## config.mk

```make
export PLATFORM = sky130hd
export DESIGN_NAME = spi_boot_rx
export DESIGN_NICKNAME = d
export VERILOG_FILES = /design/src/rtl/spi_boot_rx.sv
export SDC_FILE = /design/constraint.sdc
export NUM_CORES = 1
export LEC_CHECK = 0
export CAP_MARGIN = 10
export CORE_MARGIN = 1.5
export CORE_UTILIZATION = 47
export CTS_BUF_LIST = sky130_fd_sc_hd__clkbuf_4 sky130_fd_sc_hd__clkbuf_8 sky130_fd_sc_hd__clkbuf_16
export DETAILED_ROUTE_END_ITERATION = 10
export DONT_BUFFER_PORTS = 1
export GPL_ROUTABILITY_DRIVEN = 0
export GPL_TIMING_DRIVEN = 1
export PLACE_DENSITY = 0.73
export SYNTH_ARGS = -nofsm -noshare
export SYNTH_HDL_FRONTEND = slang
export SYNTH_SLANG_ARGS = --single-unit
```

## constraint.sdc

```tcl
create_clock -name clk -period 2.3 [get_ports clk]
set_input_delay 0.345 -clock clk [delete_from_list [all_inputs] [get_ports clk]]
set_output_delay 0.345 -clock clk [all_outputs]
set_load 0.01 [all_outputs]
```

## src/rtl/spi_boot_rx.sv

```systemverilog
module spi_boot_rx #(
  parameter int NPIN    = 64,
  parameter int DEPTH   = 4,
  parameter int WAIT_HI = 3,
  parameter int WAIT_LO = 1
) (
  input  logic            clk,
  input  logic            rst_n,
  input  logic            sck,
  input  logic            cs_n,
  input  logic            mosi,
  input  logic            mem_rdy,
  output logic [NPIN-1:0] gpo,
  output logic            mem_we,
  output logic [31:0]     mem_addr,
  output logic [7:0]      mem_data,
  output logic            ovf_err
);
  localparam int LW   = $clog2(DEPTH + 1);
  localparam int PTRW = (DEPTH > 1) ? $clog2(DEPTH) : 1;
  localparam int PIW  = (NPIN > 1) ? $clog2(NPIN) : 1;

  logic [2:0] sck_s;
  logic [1:0] cs_s, mosi_s;
  always_ff @(posedge clk or negedge rst_n)
    if (!rst_n) begin
      sck_s  <= '0;
      cs_s   <= '1;
      mosi_s <= '0;
    end else begin
      sck_s  <= {sck_s[1:0], sck};
      cs_s   <= {cs_s[0], cs_n};
      mosi_s <= {mosi_s[0], mosi};
    end

  wire sck_rise = sck_s[1] & ~sck_s[2];
  wire sel      = ~cs_s[1];

  logic [2:0] bcnt;
  logic [6:0] shreg;
  always_ff @(posedge clk or negedge rst_n)
    if (!rst_n) begin
      bcnt  <= '0;
      shreg <= '0;
    end else if (!sel) begin
      bcnt <= '0;
    end else if (sck_rise) begin
      shreg <= {shreg[5:0], mosi_s[1]};
      bcnt  <= bcnt + 3'd1;
    end

  wire       byte_done = sel & sck_rise & (bcnt == 3'd7);
  wire [7:0] byte_val  = {shreg, mosi_s[1]};

  logic [7:0]      fifo [DEPTH];
  logic [PTRW-1:0] wp, rp;
  logic [LW-1:0]   lvl, lvl_nx;
  logic            wait_q, in_hdr;

  wire full = (lvl == LW'(DEPTH));
  wire push = byte_done & ~full;
  wire pop  = mem_rdy & (lvl != '0);

  always_comb begin
    lvl_nx = lvl;
    if (push && !pop) lvl_nx = lvl + LW'(1);
    if (pop && !push) lvl_nx = lvl - LW'(1);
  end

  always_ff @(posedge clk)
    if (push) fifo[wp] <= byte_val;

  always_ff @(posedge clk or negedge rst_n)
    if (!rst_n) begin
      wp      <= '0;
      rp      <= '0;
      lvl     <= '0;
      wait_q  <= 1'b0;
      ovf_err <= 1'b0;
    end else begin
      if (push) wp <= (wp == PTRW'(DEPTH - 1)) ? '0 : wp + PTRW'(1);
      if (pop)  rp <= (rp == PTRW'(DEPTH - 1)) ? '0 : rp + PTRW'(1);
      lvl <= lvl_nx;
      if (lvl_nx >= LW'(WAIT_HI))      wait_q <= 1'b1;
      else if (lvl_nx <= LW'(WAIT_LO)) wait_q <= 1'b0;
      if (byte_done && full) ovf_err <= 1'b1;
    end

  wire [7:0] head = fifo[rp];

  logic [3:0]     hidx;
  logic [31:0]    rem;
  logic [7:0]     flag_lo;
  logic [PIW-1:0] pin;
  wire  [15:0]    flag_w = {head, flag_lo};

  always_ff @(posedge clk or negedge rst_n)
    if (!rst_n) begin
      in_hdr   <= 1'b1;
      hidx     <= '0;
      mem_addr <= '0;
      rem      <= '0;
      flag_lo  <= '0;
      pin      <= '0;
    end else if (pop) begin
      if (in_hdr) begin
        if (hidx < 4'd4)      mem_addr[8*hidx[1:0] +: 8] <= head;
        else if (hidx < 4'd8) rem[8*hidx[1:0] +: 8]      <= head;
        else if (hidx == 4'd8) flag_lo <= head;
        else                   pin     <= flag_w[5 +: PIW];
        if (hidx == 4'd9) begin
          hidx   <= '0;
          in_hdr <= (rem == '0);
        end else begin
          hidx <= hidx + 4'd1;
        end
      end else begin
        mem_addr <= mem_addr + 32'd1;
        rem      <= rem - 32'd1;
        if (rem == 32'd1) in_hdr <= 1'b1;
      end
    end

  assign mem_we   = ~in_hdr & (lvl != '0);
  assign mem_data = head;
  assign gpo      = wait_q ? (NPIN'(1) << pin) : '0;
endmodule

```

==> flow_metrics.env, run 1 <==
export IMPL_status="finished with violations"
export IMPL_failed_checks="hold timing"
export IMPL_finClkSkew_ps=9.09
export IMPL_die_area_mm2=0.0174
export IMPL_cp_arrival_ps=2520
export IMPL_synth_area_per_cell_um2=9.52
export IMPL_cts_tree="built"
export IMPL_swShare_pct=35.4
export IMPL_timing_final_crit_share_pct=97.0
export IMPL_cts_buffers=17
export IMPL_io_pins=112
export IMPL_r2r_start="rem[11]$_DFFE_PN0P_"
export IMPL_p_leak_nw=3.64
export IMPL_drt_pre_antenna_iters=6
export IMPL_comb_power_share_pct=31.6
export IMPL_synth_ff_type="dfrtp_1"
export IMPL_first_global_vias=6250
export IMPL_switchingPower_mw=3.02
export IMPL_clock_latency_ps=430
export IMPL_placementRows=46
export IMPL_drv_cap=0
export IMPL_drive_gt1_share_pct=17.6
export IMPL_die_x_um=132
export IMPL_post_dp_cell_area_mm2=0.00844
export IMPL_via_per_inst=6.06
export IMPL_cts_max_level=4
export IMPL_ant_nets=0
export IMPL_hold_viol=104
export IMPL_syn_instance_count=821
export IMPL_cp_required_ps=2590
export IMPL_fin_crit_ps=2230
export IMPL_pwr_share_seq_pct=36.5
export IMPL_grt_max_degree=105
export IMPL_slew_headroom_pct=55.9
export IMPL_pwr_share_clk_pct=31.9
export IMPL_layout_commonest_cell="nor2_1"
export IMPL_ys_types=70
export IMPL_drc=0
export IMPL_finalSetupViolations=0
export IMPL_antenna_found_initial=0
export IMPL_worst_slew_pin_slew_ps=661
export IMPL_vias=6686
export IMPL_synth_seq_area_share_pct=45.6
export IMPL_hold_path_class="in -> async"
export IMPL_cts_hold_buf=3
export IMPL_synth_edf_count=32
export IMPL_syn_area_mm2=0.00782
export IMPL_dpl_hpwl_um=14600
export IMPL_yosysWarnings=0
export IMPL_cts_sinks=136
export IMPL_setup_tns_ps=0
export IMPL_grt_pass1_wl_um=34200
export IMPL_endpoint_kind="flop"
export IMPL_critical_path_class="reg -> reg"
export IMPL_final_cell_mix="nor2_1, nand2_1, dfrtp_1"
export IMPL_antennaDiodeCount=0
export IMPL_timing_hold_ws_ps=-383
export IMPL_track_usage_pct=24.8
export IMPL_intPower_mw=5.52
export IMPL_fin_nets=899
export IMPL_slew_violations=0
export IMPL_yosys_register_bits=136
export IMPL_fin_util_pct=56.7
export IMPL_ir_worst_vdd_mv=0.700
export IMPL_grt_overflow_total=0
export IMPL_fin_area_mm2=0.00911
export IMPL_initial_core_util_pct=48.7
export IMPL_max_freq_ghz=0.448
export IMPL_clkSlewWorstSetupHoldPaths_ps=60
export IMPL_syn_num_nets=846
export IMPL_clock_path_buffers=2
export IMPL_rsz0062_at_grt="false"
export IMPL_areaGrowthSynthToFinish_pct=16.5
export IMPL_crit_fanout=7
export IMPL_critPathLaunchType="flop"
export IMPL_synthArstFlopShare_pct=76.5
export IMPL_p_per_area_mw_per_mm2=938
export IMPL_dr_first_iter_drc_count=632
export IMPL_io_buffers=0
export IMPL_routed_wl_um=21400
export IMPL_die_h_um=132
export IMPL_crit_start="rem[11]$_DFFE_PN0P_"
export IMPL_core_mm2=0.0161
export IMPL_cts_root_buffer="clkbuf_16"
export IMPL_total_power_mw=8.54
export IMPL_routedWlPerCell_um=19.4
==> final timing paths <==
kind	end	depth (start not counted)	slack, ps
hold reg to reg	mosi_s[1]$_DFF_PN0_	0	350
setup reg to reg	rem[30]$_DFFE_PN0P_	5	70
hold / removal	rem[5]$_DFFE_PN0P_	0	-380
setup / recovery	rem[30]$_DFFE_PN0P_	5	70
max in group asynchronous	cs_s[0]$_DFF_PN1_	0	2430
min in group clk	lvl[0]$_DFF_PN0_	3	260
==> routing by layer <==
layer	GRT usage [%]	share of wire (%)	up-vias
li1	-	-	3143
met1	32.5	42	3270
met2	39.5	48	224
met3	5.65	6.1	49
met4	10.9	3.4	0
met5	0	0	-
==> cells in the mapped netlist (4+ instances only) <==
cell,number,share of area (%)
edfxtp_1,32,12
clkbuf_1,28,1.3
mux4_2,8,2.3
nor4_1,9,0.72
nor2_1,132,6.3
a221o_1,5,0.64
o211ai_1,10,0.96
or4_1,6,0.58
o21ai_0,27,1.7
or2_2,6,0.48
and3_1,9,0.72
or3_1,4,0.32
nand2_1,120,5.8
nand3_1,33,2.1
dfrtp_1,101,32
and3b_1,5,0.56
inv_1,13,0.62
nand4_1,13,1.0
nor3_1,33,2.1
and2_1,5,0.40
o221ai_1,35,3.9
nand2b_1,6,0.48
mux2i_1,34,4.4
a21oi_1,19,1.2
nor2b_1,8,0.64
nand3b_1,5,0.48
a211o_1,4,0.45
ha_1,19,3.0
nor3b_1,6,0.58
buf_2,6,0.38
mux2_2,20,2.9
==> cell type report <==
class | instances | area, um^2
fill | 1337 | 6950
multi-input combinational | 635 | 4080
sequential | 136 | 3570
timing repair buffer | 71 | 553
clock buffer | 21 | 468
tap | 216 | 270
clock inverter | 11 | 124
inverter | 13 | 48.8
==> logic make-up (layout without fill, tap and decap cells) <==
| logic type | Yosys count | after routing | synth area share [%] |
|---|---|---|---|
| AO/OA/AOI/OAI | 130 | 130 | 12.3 |
| flip-flops | 136 | 136 | 45.6 |
| adder cells (fa/ha/maj) | 20 | 20 | 3.17 |
| buffers and inverters | 51 | 116 | 2.66 |
| AND/OR/NAND/NOR | 420 | 421 | 26.5 |
| XOR/XNOR | 2 | 2 | 0.224 |
| multiplexers | 62 | 62 | 9.54 |
==> flip-flops by register name, summed over array words and instances (netlist names) <==
name	flops
in_hdr	1
bcnt	3
rp	2
fifo	32
wp	2
ovf_err	1
hidx	4
pin	6
sck_s	3
lvl	3
cs_s	2
mem_addr	32
flag_lo	3
mosi_s	2
wait_q	1
rem	32
shreg	7
==> power by group through the flow <==
stage | Clock [mW] | Sequential (mW) | Combinational [mW]
finish | 2.72 | 3.12 | 2.70
global route | 2.84 | 3.16 | 2.93
CTS | 2.75 | 3.11 | 2.65
detailed placement | 0 | 3.15 | 2.64
global placement | 0 | 3.14 | 2.58
floorplan | 0 | 3.13 | 1.61
==> worst max-delay path, cell delays in order, from the launching register on <==
cell      delay, ps
dfrtp_1         400
or4_4           600
nand4b_2        370
nor4_4          360
mux2i_1         250
o221ai_2        110
==> stage by stage <==
step | hold WS [ps] | setup WS, ps | cells
5_1_grt | -400 | 5.54 | 1103
2_1_floorplan | 49.4 | 208 | 821
3_5_place_dp | 53.6 | 42.4 | 1065
6_report | -383 | 68.8 | 1103
3_3_place_gp | 54.2 | 58.5 | 1065
4_1_cts | -397 | 59.2 | 1100
==> timing repair <==
item | 4_1_cts | 5_1_grt
hold endpoints to repair | 107 | 104
endpoints found under the setup margin | 0 | 10
buffers inserted | 0 | 2
resized for setup | 0 | 4
Power figures use the tool's default switching activity.
==> inputs of run 2 (changes only) <==
CORE_ASPECT_RATIO = 0.7   (was default)
==> run 2 against run 1 <==
- the run still ends with hold timing left
- cell area decreased by 1.1%
- die area about the same
- combinational power decreased by 4%
- first-iteration DRC count increased by 10%
- setup slack improved by 26 ps
- fmax increased by 1.2%
- sequential power about the same
- sequential share of layout area increased by 0.43 points
- routed wire length decreased by 1.7%
- critical path type unchanged
- highest routed layer unchanged
==> flow_metrics.env, run 2 (synthesis gave the netlist of run 1 again) <==
export IMPL_placementRows=39
export IMPL_grt_pass1_wl_um=32500
export IMPL_setup_tns_ps=0
export IMPL_slew_violations=0
export IMPL_p_per_area_mw_per_mm2=927
export IMPL_drt_pre_antenna_iters=5
export IMPL_multi_input_area_mm2=0.00408
export IMPL_max_stage_delay_ps=590
export IMPL_timing_hold_ws_ps=-400
export IMPL_cp_arrival_ps=2480
export IMPL_drc=0
export IMPL_total_power_mw=8.35
export IMPL_die_x_um=157
export IMPL_slowest_stage="or4_4"
export IMPL_cts_hold_buf=3
export IMPL_io_buffers=0
export IMPL_routed_wl_um=21000
export IMPL_critPathLaunchType="flop"
export IMPL_grt_overflow_total=0
export IMPL_slew_headroom_pct=54.7
export IMPL_drive_gt1_share_pct=16.4
export IMPL_final_cell_mix="nor2_1, nand2_1, dfrtp_1"
export IMPL_via_per_inst=6.14
export IMPL_fin_nets=886
export IMPL_timing_final_ws_setup_ps=94.3
export IMPL_crit_fanout=7
export IMPL_r2r_start="rem[10]$_DFFE_PN0P_"
export IMPL_vias=6751
export IMPL_r2r_slack_ps=90
export IMPL_failed_checks="hold timing"
export IMPL_max_freq_ghz=0.453
export IMPL_p_leak_nw=3.58
export IMPL_rsz0062_at_grt="true"
export IMPL_areaGrowthSynthToFinish_pct=15.3
export IMPL_clock_latency_ps=440
export IMPL_fillers=1415
export IMPL_first_global_vias=5928
export IMPL_drv_cap=0
export IMPL_dpl_hpwl_um=14100
export IMPL_grt_max_degree=105
export IMPL_worst_slew_pin_slew_ps=680
export IMPL_top_regs="fifo: 32 flops, mem_addr: 32 flops, rem: 32 flops"
export IMPL_io_pins=112
export IMPL_die_area_mm2=0.0174
export IMPL_ir_worst_vdd_mv=0.593
export IMPL_hold_viol=104
export IMPL_crit_chain="or4_4 -> nand4b_2 -> nor3_1 -> mux2i_1 -> o221ai_1"
export IMPL_cts_sinks=136
export IMPL_cp_num_buf_inv=0
export IMPL_dr_first_iter_drc_count=697
export IMPL_clock_path_buffers=2
export IMPL_endpoint_kind="flop"
export IMPL_regArea_mm2=0.00357
export IMPL_status="finished with violations"
export IMPL_cp_required_ps=2570
export IMPL_antenna_found_initial=0
export IMPL_cts_tree="built"
export IMPL_critical_path_class="reg -> reg"
export IMPL_die_h_um=111
export IMPL_crit_family="simple AND/OR/NAND/NOR gates"
export IMPL_cts_max_level=4
export IMPL_fin_crit_ps=2210
export IMPL_crit_start="rem[10]$_DFFE_PN0P_"
export IMPL_finalSetupViolations=0
export IMPL_timing_final_crit_share_pct=95.9
export IMPL_core_mm2=0.0163
export IMPL_track_usage_pct=24.3
export IMPL_finClkSkew_ps=12.3
export IMPL_initial_core_util_pct=48.0
export IMPL_routedWlPerCell_um=19.1
export IMPL_clkSlewWorstSetupHoldPaths_ps=70
export IMPL_ant_nets=0
export IMPL_hold_path_class="in -> async"
export IMPL_dp_worst_setup_slack_ps=7.22
export IMPL_antennaDiodeCount=0
export IMPL_cts_root_buffer="clkbuf_16"
export IMPL_cts_buffers=17
export IMPL_layout_commonest_cell="nor2_1"
==> run 2: cell types whose count changed in the layout (fill, tap and decap cells not counted), sizes merged <==
cell	delta
buf	-13
inv	+9
clkbuf	-3
clkinvlp	-3
bufinv	-2
clkinv	-1
==> run 2: final timing paths <==
check,end,cells past startpoint
worst max-delay path,rem[27]$_DFFE_PN0P_,5
worst min register to register,sck_s[1]$_DFF_PN0_,0
max in group asynchronous,cs_s[1]$_DFF_PN1_,0
worst min-delay path,rem[23]$_DFFE_PN0P_,0
min in group clk,hidx[0]$_DFFE_PN0P_,2
worst max register to register,rem[27]$_DFFE_PN0P_,5
==> run 2: stage by stage <==
| stage | cells | util [%] | area (um^2) | hold WS (ps) |
|---|---|---|---|---|
| after CTS | 1097 | 55.0 | 8970 | -412 |
| after detailed placement | 1062 | 51.4 | 8370 | 52.7 |
| after global placement | 1062 | 51.4 | 8370 | 53.0 |
| final | 1099 | 55.3 | 9010 | -400 |
| after floorplan | 821 | - | 7820 | 49.4 |
| after global routing | 1099 | 55.3 | 9010 | -413 |
==> run 2: timing repair <==
| item | CTS | global route |
|---|---|---|
| endpoints found under the hold margin | 107 | 104 |
| buffers inserted | 0 | 1 |
| setup endpoints to repair | 2 | 8 |
| gates cloned | 0 | 1 |
| gates resized for setup | 1 | 5 |
==> run 2: power breakdown <==
part,internal (mW),switching (mW),total (mW)
registers,2.78,0.344,3.13
logic,0.978,1.60,2.58
clock network,1.45,1.20,2.65
total,5.21,3.14,8.35
==> run 2: cell type report <==
type                            count  area share (%)
Multi-Input combinational cell    635            45.2
Clock buffer                       18            4.87
Sequential cell                   136            39.6
Timing Repair Buffer               58            5.23
Tap cell                          225            3.12
Clock inverter                     14            1.40
Inverter                           13           0.541
==> run 2: per-layer routing <==
metal  part of all wire (%)  vias up  track usage, %
met2                     43      330            34.3
li1                       -     3138               -
met4                    1.3        0            6.92
met1                     46     3251            36.1
met3                    9.0       32            6.76
met5                      0        -               0
